==> config.mk <==
export PLATFORM = sky130hd
export DESIGN_NAME = keyed_watchdog
export DESIGN_NICKNAME = d
export VERILOG_FILES = /design/src/rtl/kwd_pkg.sv /design/src/rtl/kwd_tick.sv /design/src/rtl/kwd_pulse.sv /design/src/rtl/keyed_watchdog.sv
export SDC_FILE = /design/constraint.sdc
export NUM_CORES = 1
export LEC_CHECK = 0
export ABC_AREA = 1
export BUFFER_PORTS_ARGS = -buffer_cell sky130_fd_sc_hd__buf_4
export CORE_MARGIN = 4
export CORE_UTILIZATION = 64
export CTS_CLUSTER_SIZE = 30
export DETAILED_ROUTE_END_ITERATION = 10
export PLACE_DENSITY = 0.93
export SYNTH_ARGS = -nofsm -noshare
export SYNTH_HDL_FRONTEND = slang
export SYNTH_HIERARCHICAL = 1
export SYNTH_SLANG_ARGS = --single-unit
==> constraint.sdc <==
create_clock -name clk -period 4.2 [get_ports clk]
set_input_delay 0.84 -clock clk [delete_from_list [all_inputs] [get_ports clk]]
set_output_delay 0.84 -clock clk [all_outputs]
set_load 0.005 [all_outputs]
==> src/rtl/kwd_pkg.sv <==
package kwd_pkg;
  localparam int DW = 16;

  // word indices; the decode depends on these positions
  localparam logic [3:0] IDX_FEED   = 4'd0;
  localparam logic [3:0] IDX_TMO    = 4'd1;
  localparam logic [3:0] IDX_DIS1   = 4'd2;
  localparam logic [3:0] IDX_DIS2   = 4'd3;
  localparam logic [3:0] IDX_STAT   = 4'd4;
  localparam logic [3:0] IDX_CNT    = 4'd5;
  localparam logic [3:0] IDX_DBG    = 4'd6;
  localparam logic [3:0] IDX_RESUME = 4'd7;
  localparam logic [3:0] IDX_EVT    = 4'd8;
  localparam logic [3:0] IDX_MASK   = 4'd9;
  localparam logic [3:0] IDX_FORCE  = 4'd10;

  localparam logic [DW-1:0] KEY_FEED     = 16'hFEED;
  localparam logic [DW-1:0] KEY_STOP_A   = 16'h2BAD;
  localparam logic [DW-1:0] KEY_STOP_B   = 16'hCAFE;
  localparam logic [DW-1:0] KEY_START    = 16'hACED;
  localparam logic [DW-1:0] KEY_FLAG_CLR = 16'hE8B4;

  localparam logic [DW-1:0] CODE_STOPPED = 16'hDABE;
  localparam logic [DW-1:0] CODE_EXPIRED = 16'hCFE8;
endpackage

==> src/rtl/kwd_tick.sv <==
module kwd_tick #(
  parameter int TICK_CYCLES = 500000
) (
  input  logic clk,
  input  logic rst,
  input  logic clr,
  input  logic run,
  output logic tick
);
  localparam int PW = (TICK_CYCLES > 1) ? $clog2(TICK_CYCLES) : 1;
  localparam logic [PW-1:0] LAST = PW'(TICK_CYCLES - 1);

  logic [PW-1:0] div_q;

  assign tick = run && (div_q == LAST);

  always_ff @(posedge clk) begin
    if (rst || clr) begin
      div_q <= '0;
    end else if (run) begin
      div_q <= (div_q == LAST) ? '0 : div_q + PW'(1);
    end
  end
endmodule

==> src/rtl/kwd_pulse.sv <==
module kwd_pulse #(
  parameter int WIDTH = 16
) (
  input  logic clk,
  input  logic rst,
  input  logic start,
  output logic pulse
);
  localparam int CW = (WIDTH > 1) ? $clog2(WIDTH) : 1;

  logic [CW-1:0] left_q;

  always_ff @(posedge clk) begin
    if (rst) begin
      left_q <= '0;
      pulse  <= 1'b0;
    end else if (start) begin
      left_q <= CW'(WIDTH - 1);
      pulse  <= 1'b1;
    end else if (left_q != '0) begin
      left_q <= left_q - CW'(1);
    end else begin
      pulse  <= 1'b0;
    end
  end
endmodule

==> src/rtl/keyed_watchdog.sv <==
module keyed_watchdog
  import kwd_pkg::*;
#(
  parameter int TICK_CYCLES      = 500000,
  parameter int RST_PULSE_CYCLES = 16,
  parameter int CNT_W            = 15,
  parameter int TIMEOUT_INIT     = 6000
) (
  input  logic          clk,
  input  logic          rst,
  input  logic          warm_rst,
  input  logic          wr_en,
  input  logic          rd_en,
  input  logic [3:0]    word_sel,
  input  logic [DW-1:0] wdata,
  output logic [DW-1:0] rdata,
  input  logic          dbg_mode,
  output logic          irq,
  output logic          wdt_rst
);
  localparam logic [CNT_W-1:0] TMO_RST = CNT_W'(TIMEOUT_INIT);

  logic any_rst;
  logic [CNT_W-1:0] tmo_q, count_q;
  logic en_q, armed_q, ovr_q, mask_q, evt_q, stat_q;
  logic feed_hit, stop_a_hit, stop_b_hit, start_hit, flag_clr_hit;
  logic run, tick, fire, warn;
  logic [DW-1:0] rd_cnt;

  assign any_rst = rst | warm_rst;

  // key decode
  assign feed_hit     = wr_en && word_sel == IDX_FEED   && wdata == KEY_FEED;
  assign stop_a_hit   = wr_en && word_sel == IDX_DIS1   && wdata == KEY_STOP_A;
  assign stop_b_hit   = wr_en && word_sel == IDX_DIS2   && wdata == KEY_STOP_B && armed_q;
  assign start_hit    = wr_en && word_sel == IDX_RESUME && wdata == KEY_START;
  assign flag_clr_hit = wr_en && word_sel == IDX_STAT   && wdata == KEY_FLAG_CLR;

  assign run  = en_q && (!dbg_mode || ovr_q);
  assign fire = tick && (count_q == '0);
  assign warn = tick && (count_q == CNT_W'(1));

  kwd_tick #(.TICK_CYCLES(TICK_CYCLES)) u_tick (
    .clk  (clk),
    .rst  (any_rst),
    .clr  (feed_hit | start_hit),
    .run  (run),
    .tick (tick)
  );

  kwd_pulse #(.WIDTH(RST_PULSE_CYCLES)) u_pulse (
    .clk   (clk),
    .rst   (any_rst),
    .start (fire),
    .pulse (wdt_rst)
  );

  always_ff @(posedge clk) begin
    if (any_rst) begin
      tmo_q   <= TMO_RST;
      count_q <= TMO_RST;
      en_q    <= 1'b0;
      armed_q <= 1'b0;
      ovr_q   <= 1'b0;
      mask_q  <= 1'b0;
      evt_q   <= 1'b0;
      irq     <= 1'b0;
    end else begin
      if (wr_en && word_sel == IDX_TMO) tmo_q <= wdata[CNT_W-1:0];
      if (wr_en && word_sel == IDX_DBG) ovr_q <= wdata[0];
      if (wr_en && word_sel == IDX_MASK) mask_q <= wdata[0];

      if (feed_hit || fire) count_q <= tmo_q;
      else if (tick)        count_q <= count_q - CNT_W'(1);

      if (stop_b_hit)     en_q <= 1'b0;
      else if (start_hit) en_q <= 1'b1;

      if (stop_a_hit) armed_q <= 1'b1;
      else if (wr_en && (word_sel == IDX_DIS1 || word_sel == IDX_DIS2)) armed_q <= 1'b0;

      if (warn || (wr_en && word_sel == IDX_FORCE && wdata[0])) evt_q <= 1'b1;
      else if (wr_en && word_sel == IDX_EVT && wdata[0])        evt_q <= 1'b0;

      irq <= evt_q & mask_q;
    end
  end

  // timed-out flag: cleared by power-on reset only
  always_ff @(posedge clk) begin
    if (rst)               stat_q <= 1'b0;
    else if (fire)         stat_q <= 1'b1;
    else if (flag_clr_hit) stat_q <= 1'b0;
  end

  always_comb begin
    rd_cnt = '0;
    rd_cnt[CNT_W-1:0] = count_q;
    rd_cnt[DW-1] = tick | feed_hit;
  end

  always_ff @(posedge clk) begin
    if (any_rst) begin
      rdata <= '0;
    end else if (rd_en) begin
      case (word_sel)
        IDX_TMO:  rdata <= DW'(tmo_q);
        IDX_DIS2: rdata <= en_q ? '0 : CODE_STOPPED;
        IDX_STAT: rdata <= stat_q ? CODE_EXPIRED : '0;
        IDX_CNT:  rdata <= rd_cnt;
        IDX_DBG:  rdata <= {{(DW-2){1'b0}}, dbg_mode, ovr_q};
        IDX_EVT:  rdata <= {{(DW-1){1'b0}}, evt_q};
        IDX_MASK: rdata <= {{(DW-1){1'b0}}, mask_q};
        default:  rdata <= '0;
      endcase
    end
  end
endmodule

==> out/results.ini <==
[synthesis]
netlist_instances = 664
yosysSeqAreaShare = 0.350
synth_top_flop_cell = dfxtp_1
avgSynthCellArea_um2 = 6.63
syn-num-nets = 694
synth-compound-area-share = 0.120
yosys.area_share.simple = 0.379
synthMuxAreaShare = 0.00228
synth_edf_count = 0
ys_ff_latch = 77
synth_top_family_by_area = simple AND/OR/NAND/NOR gates
synthDistinctLibCells = 34
synth_top_area_frac = 0.350
yosysWarnings = 6
netlist_area_um2 = 4400
synth-adder-area-share = 0.0114
synth.area.top_cells = dfxtp_1 (35%), nand2_1 (15%), inv_1 (7.3%)
synth_xor_area_frac = 0.0338
synth.largest_area_cell = dfxtp_1
async_flop_share = 0

[timing]
tns_ns = 0
whs_ns = 0.469
rsz0062_at_grt = no
finalMaxSlewViolations = 0
clock.fmax_mhz = 382
period_minus_slack_ns = 2.62
clock_skew_ns = 0.0152
finalCritPeriodShare = 0.624
relSlewSlack = 0.573
worstMarginPinSlew_ns = 0.638
hold_viol_final = 0
setup_viol = 0

[clocking]
numCtsBuffers = 9
clk_latency_ns = 0.36
tritoncts = built
cts_resized = 0
holdBufCountCts = 0
postCtsSetupBuffers = 0
clk_pin_slew_ns = 0.08
root_buffer = clkbuf_8
cts_buffer_depth = 2
cts_sinks = 77
htree_levels = 3

[floorplanning]
fp.dieArea_um2 = 8260
placement_rows = 29
die_x_um = 90.9
coreArea_um2 = 6490
num_io_pins = 44
start_util = 0.677
dieHeight_um = 90.9

[cells_and_area]
final_core_util = 0.762
area_growth_pct = 12.5
seqCellArea_um2 = 1540
multi_input_area_um2 = 2410
fill_cells = 509
fin_area_um2 = 4950
n_antenna_cell = 0
fin_cells = 788
num-nets-final = 736
drive_gt1_frac = 0.152

[placed_design]
gp_congestion = 0.950
portBuffers = 43
dp_hpwl_mm = 8.95
place_area_um2 = 4750
dpl.cell_count = 772

[worst_hold_path]
hold_end = rdata[8]
hold_start = rdata[8]
hold_class = reg2reg
hold_depth = 2

[detailed_routing]
wire_per_inst_um = 14.9
vias_per_cell = 5.82
num_vias = 4583
first_iter_violations = 488
ant_nets = 0
drtPass1Iterations = 5
routed_wl_mm = 11.8
drc = 0

[global_route]
antenna_found_initial = 0
grt_max_degree = 29
grt_pass1_vias = 4322
grt_pass1_wl_mm = 19.8
grt_usage = 0.290
grt_overflow_total = 0

[setup_path]
crit_top_cell = nand2_1
r2r_cells = 13
cp.required_ns = 4.44
path_buf_inv = 2
reg2reg_slack_ns = 1.82
reg2reg_to = count_q[5]
worstSetupPathType = in2reg
cp_max_fo = 12
cp-start-kind = input pin
slowest_stage = a21oi_1
cp_slowest_stage_delay_ns = 0.39
path_delay_family = simple AND/OR/NAND/NOR gates
worstPathCellList = buf_4 -> a21oi_1 -> nand2_1 -> nor3_1 -> nand2_1 -> nor2_2 -> nand3_1 -> nand2_2 -> inv_1 -> nand2_1 -> nand2_1 -> nand2_1 -> nand3_1
end_kind = flip-flop
r2r-start = en_q
crit_start = dbg_mode
worstPathArrival_ns = 2.86

[pwr]
switching_share = 0.282
p_leak_nw = 2.30
internal_power_mw = 1.11
clockPowerShare = 0.367
p_sw_mw = 0.437
power_frac_seq = 0.489
p_comb_frac = 0.144
peakVddDrop_mv = 0.184
power_density_nw_per_um2 = 313

[status]
status = complete, no violations

[job]
maxCapViolCount = 0

[routing by layer]
metal  part of all wire  up-vias  GRT usage  routed length (µm)
met5                  0        -          0                   0
met4              0.027        0      0.128                 312
met3              0.091       35     0.0492                1070
met2               0.47      259      0.479                5570
met1               0.41     2090      0.373                4800
li1                   -     2199          -                   -
[worst register-to-register path, cell delays in order, from the launching register on]
cell and delay (ns):
dfxtp_1 0.31, inv_1 0.06, a21oi_1 0.38, nand2_1 0.10, nor3_1 0.16, nand2_1 0.09, nor2_2 0.37, nand3_1 0.15
nand2_2 0.20, inv_1 0.16, nand2_1 0.09, nand2_1 0.05, nand2_1 0.07, nand3_1 0.06
[cell usage after synthesis, types with 2 or more instances]
cell,number
nor2_1,71
nand3_1,42
o22ai_1,3
nand2_4,4
o21ai_1,4
xnor2_1,3
buf_2,2
ha_1,4
a21oi_1,42
nor3_1,11
dfxtp_1,77
o21ai_0,32
buf_4,2
inv_2,11
nand4_1,13
buf_6,2
nor4_1,3
nor2_4,9
clkbuf_1,7
nand2_2,11
inv_1,85
nand3_4,2
nor2_8,2
nor2_2,8
o211ai_1,9
nand2_1,181
xor2_1,14
o221ai_1,4
[placed cells by master, fill, tap and decap left out, types with 8 or more instances in the layout]
master,count
a21oi_1,42
buf_4,44
clkbuf_8,9
dfxtp_1,77
inv_1,85
inv_2,11
nand2_1,181
nand2_2,11
nand3_1,42
nand4_1,13
nor2_1,71
nor2_2,8
nor2_4,9
nor3_1,11
o211ai_1,9
o21ai_0,32
xor2_1,14
[power by group through the flow]
| stage | clock network [mW] | logic, mW | registers, mW |
|---|---|---|---|
| global placement | 0 | 0.209 | 0.774 |
| floorplan | 0 | 0.157 | 0.772 |
| finish | 0.569 | 0.223 | 0.758 |
| CTS | 0.570 | 0.221 | 0.757 |
| detailed placement | 0 | 0.221 | 0.775 |
| global route | 0.600 | 0.254 | 0.760 |
[through the flow]
| step | setup WS (ns) | power (mW) |
|---|---|---|
| 5_1_grt | 1.26 | 1.61 |
| 4_1_cts | 1.59 | 1.55 |
| 3_5_place_dp | 1.22 | 0.995 |
| 3_3_place_gp | 1.35 | 0.982 |
| 2_1_floorplan | 1.77 | 0.929 |
| 6_report | 1.58 | 1.55 |
[cell type report]
class	instances	share of cell area
multi-input combinational	477	0.486
sequential	77	0.312
inverter	97	0.0764
timing repair buffer	44	0.0668
clock buffer	10	0.0258
tap	77	0.0195
clock inverter	6	0.0139
[kinds of logic after synthesis]
family	after synthesis
and+or+nand+nor	359
buffers and inverters	110
AOI/OAI and AO/OA	96
DFF	77
xor gates and xnor gates	17
adders and majority gates	4
muxes	1
[worst max path at each step]
stage | end | cells after the start
after floorplan | count_q[5] | 12
after global placement | count_q[6] | 13
after detailed placement | count_q[6] | 13
after CTS | count_q[5] | 13
after global routing | count_q[6] | 13
final | count_q[5] | 13
[state kept, by name, summed over array words and instances (netlist names), 4 cells and up]
signal          cells
tmo_q              15
count_q            15
u_tick/div_q       19
rdata              16
u_pulse/left_q      4
Note: power is estimated with default switching activity, not from simulation.
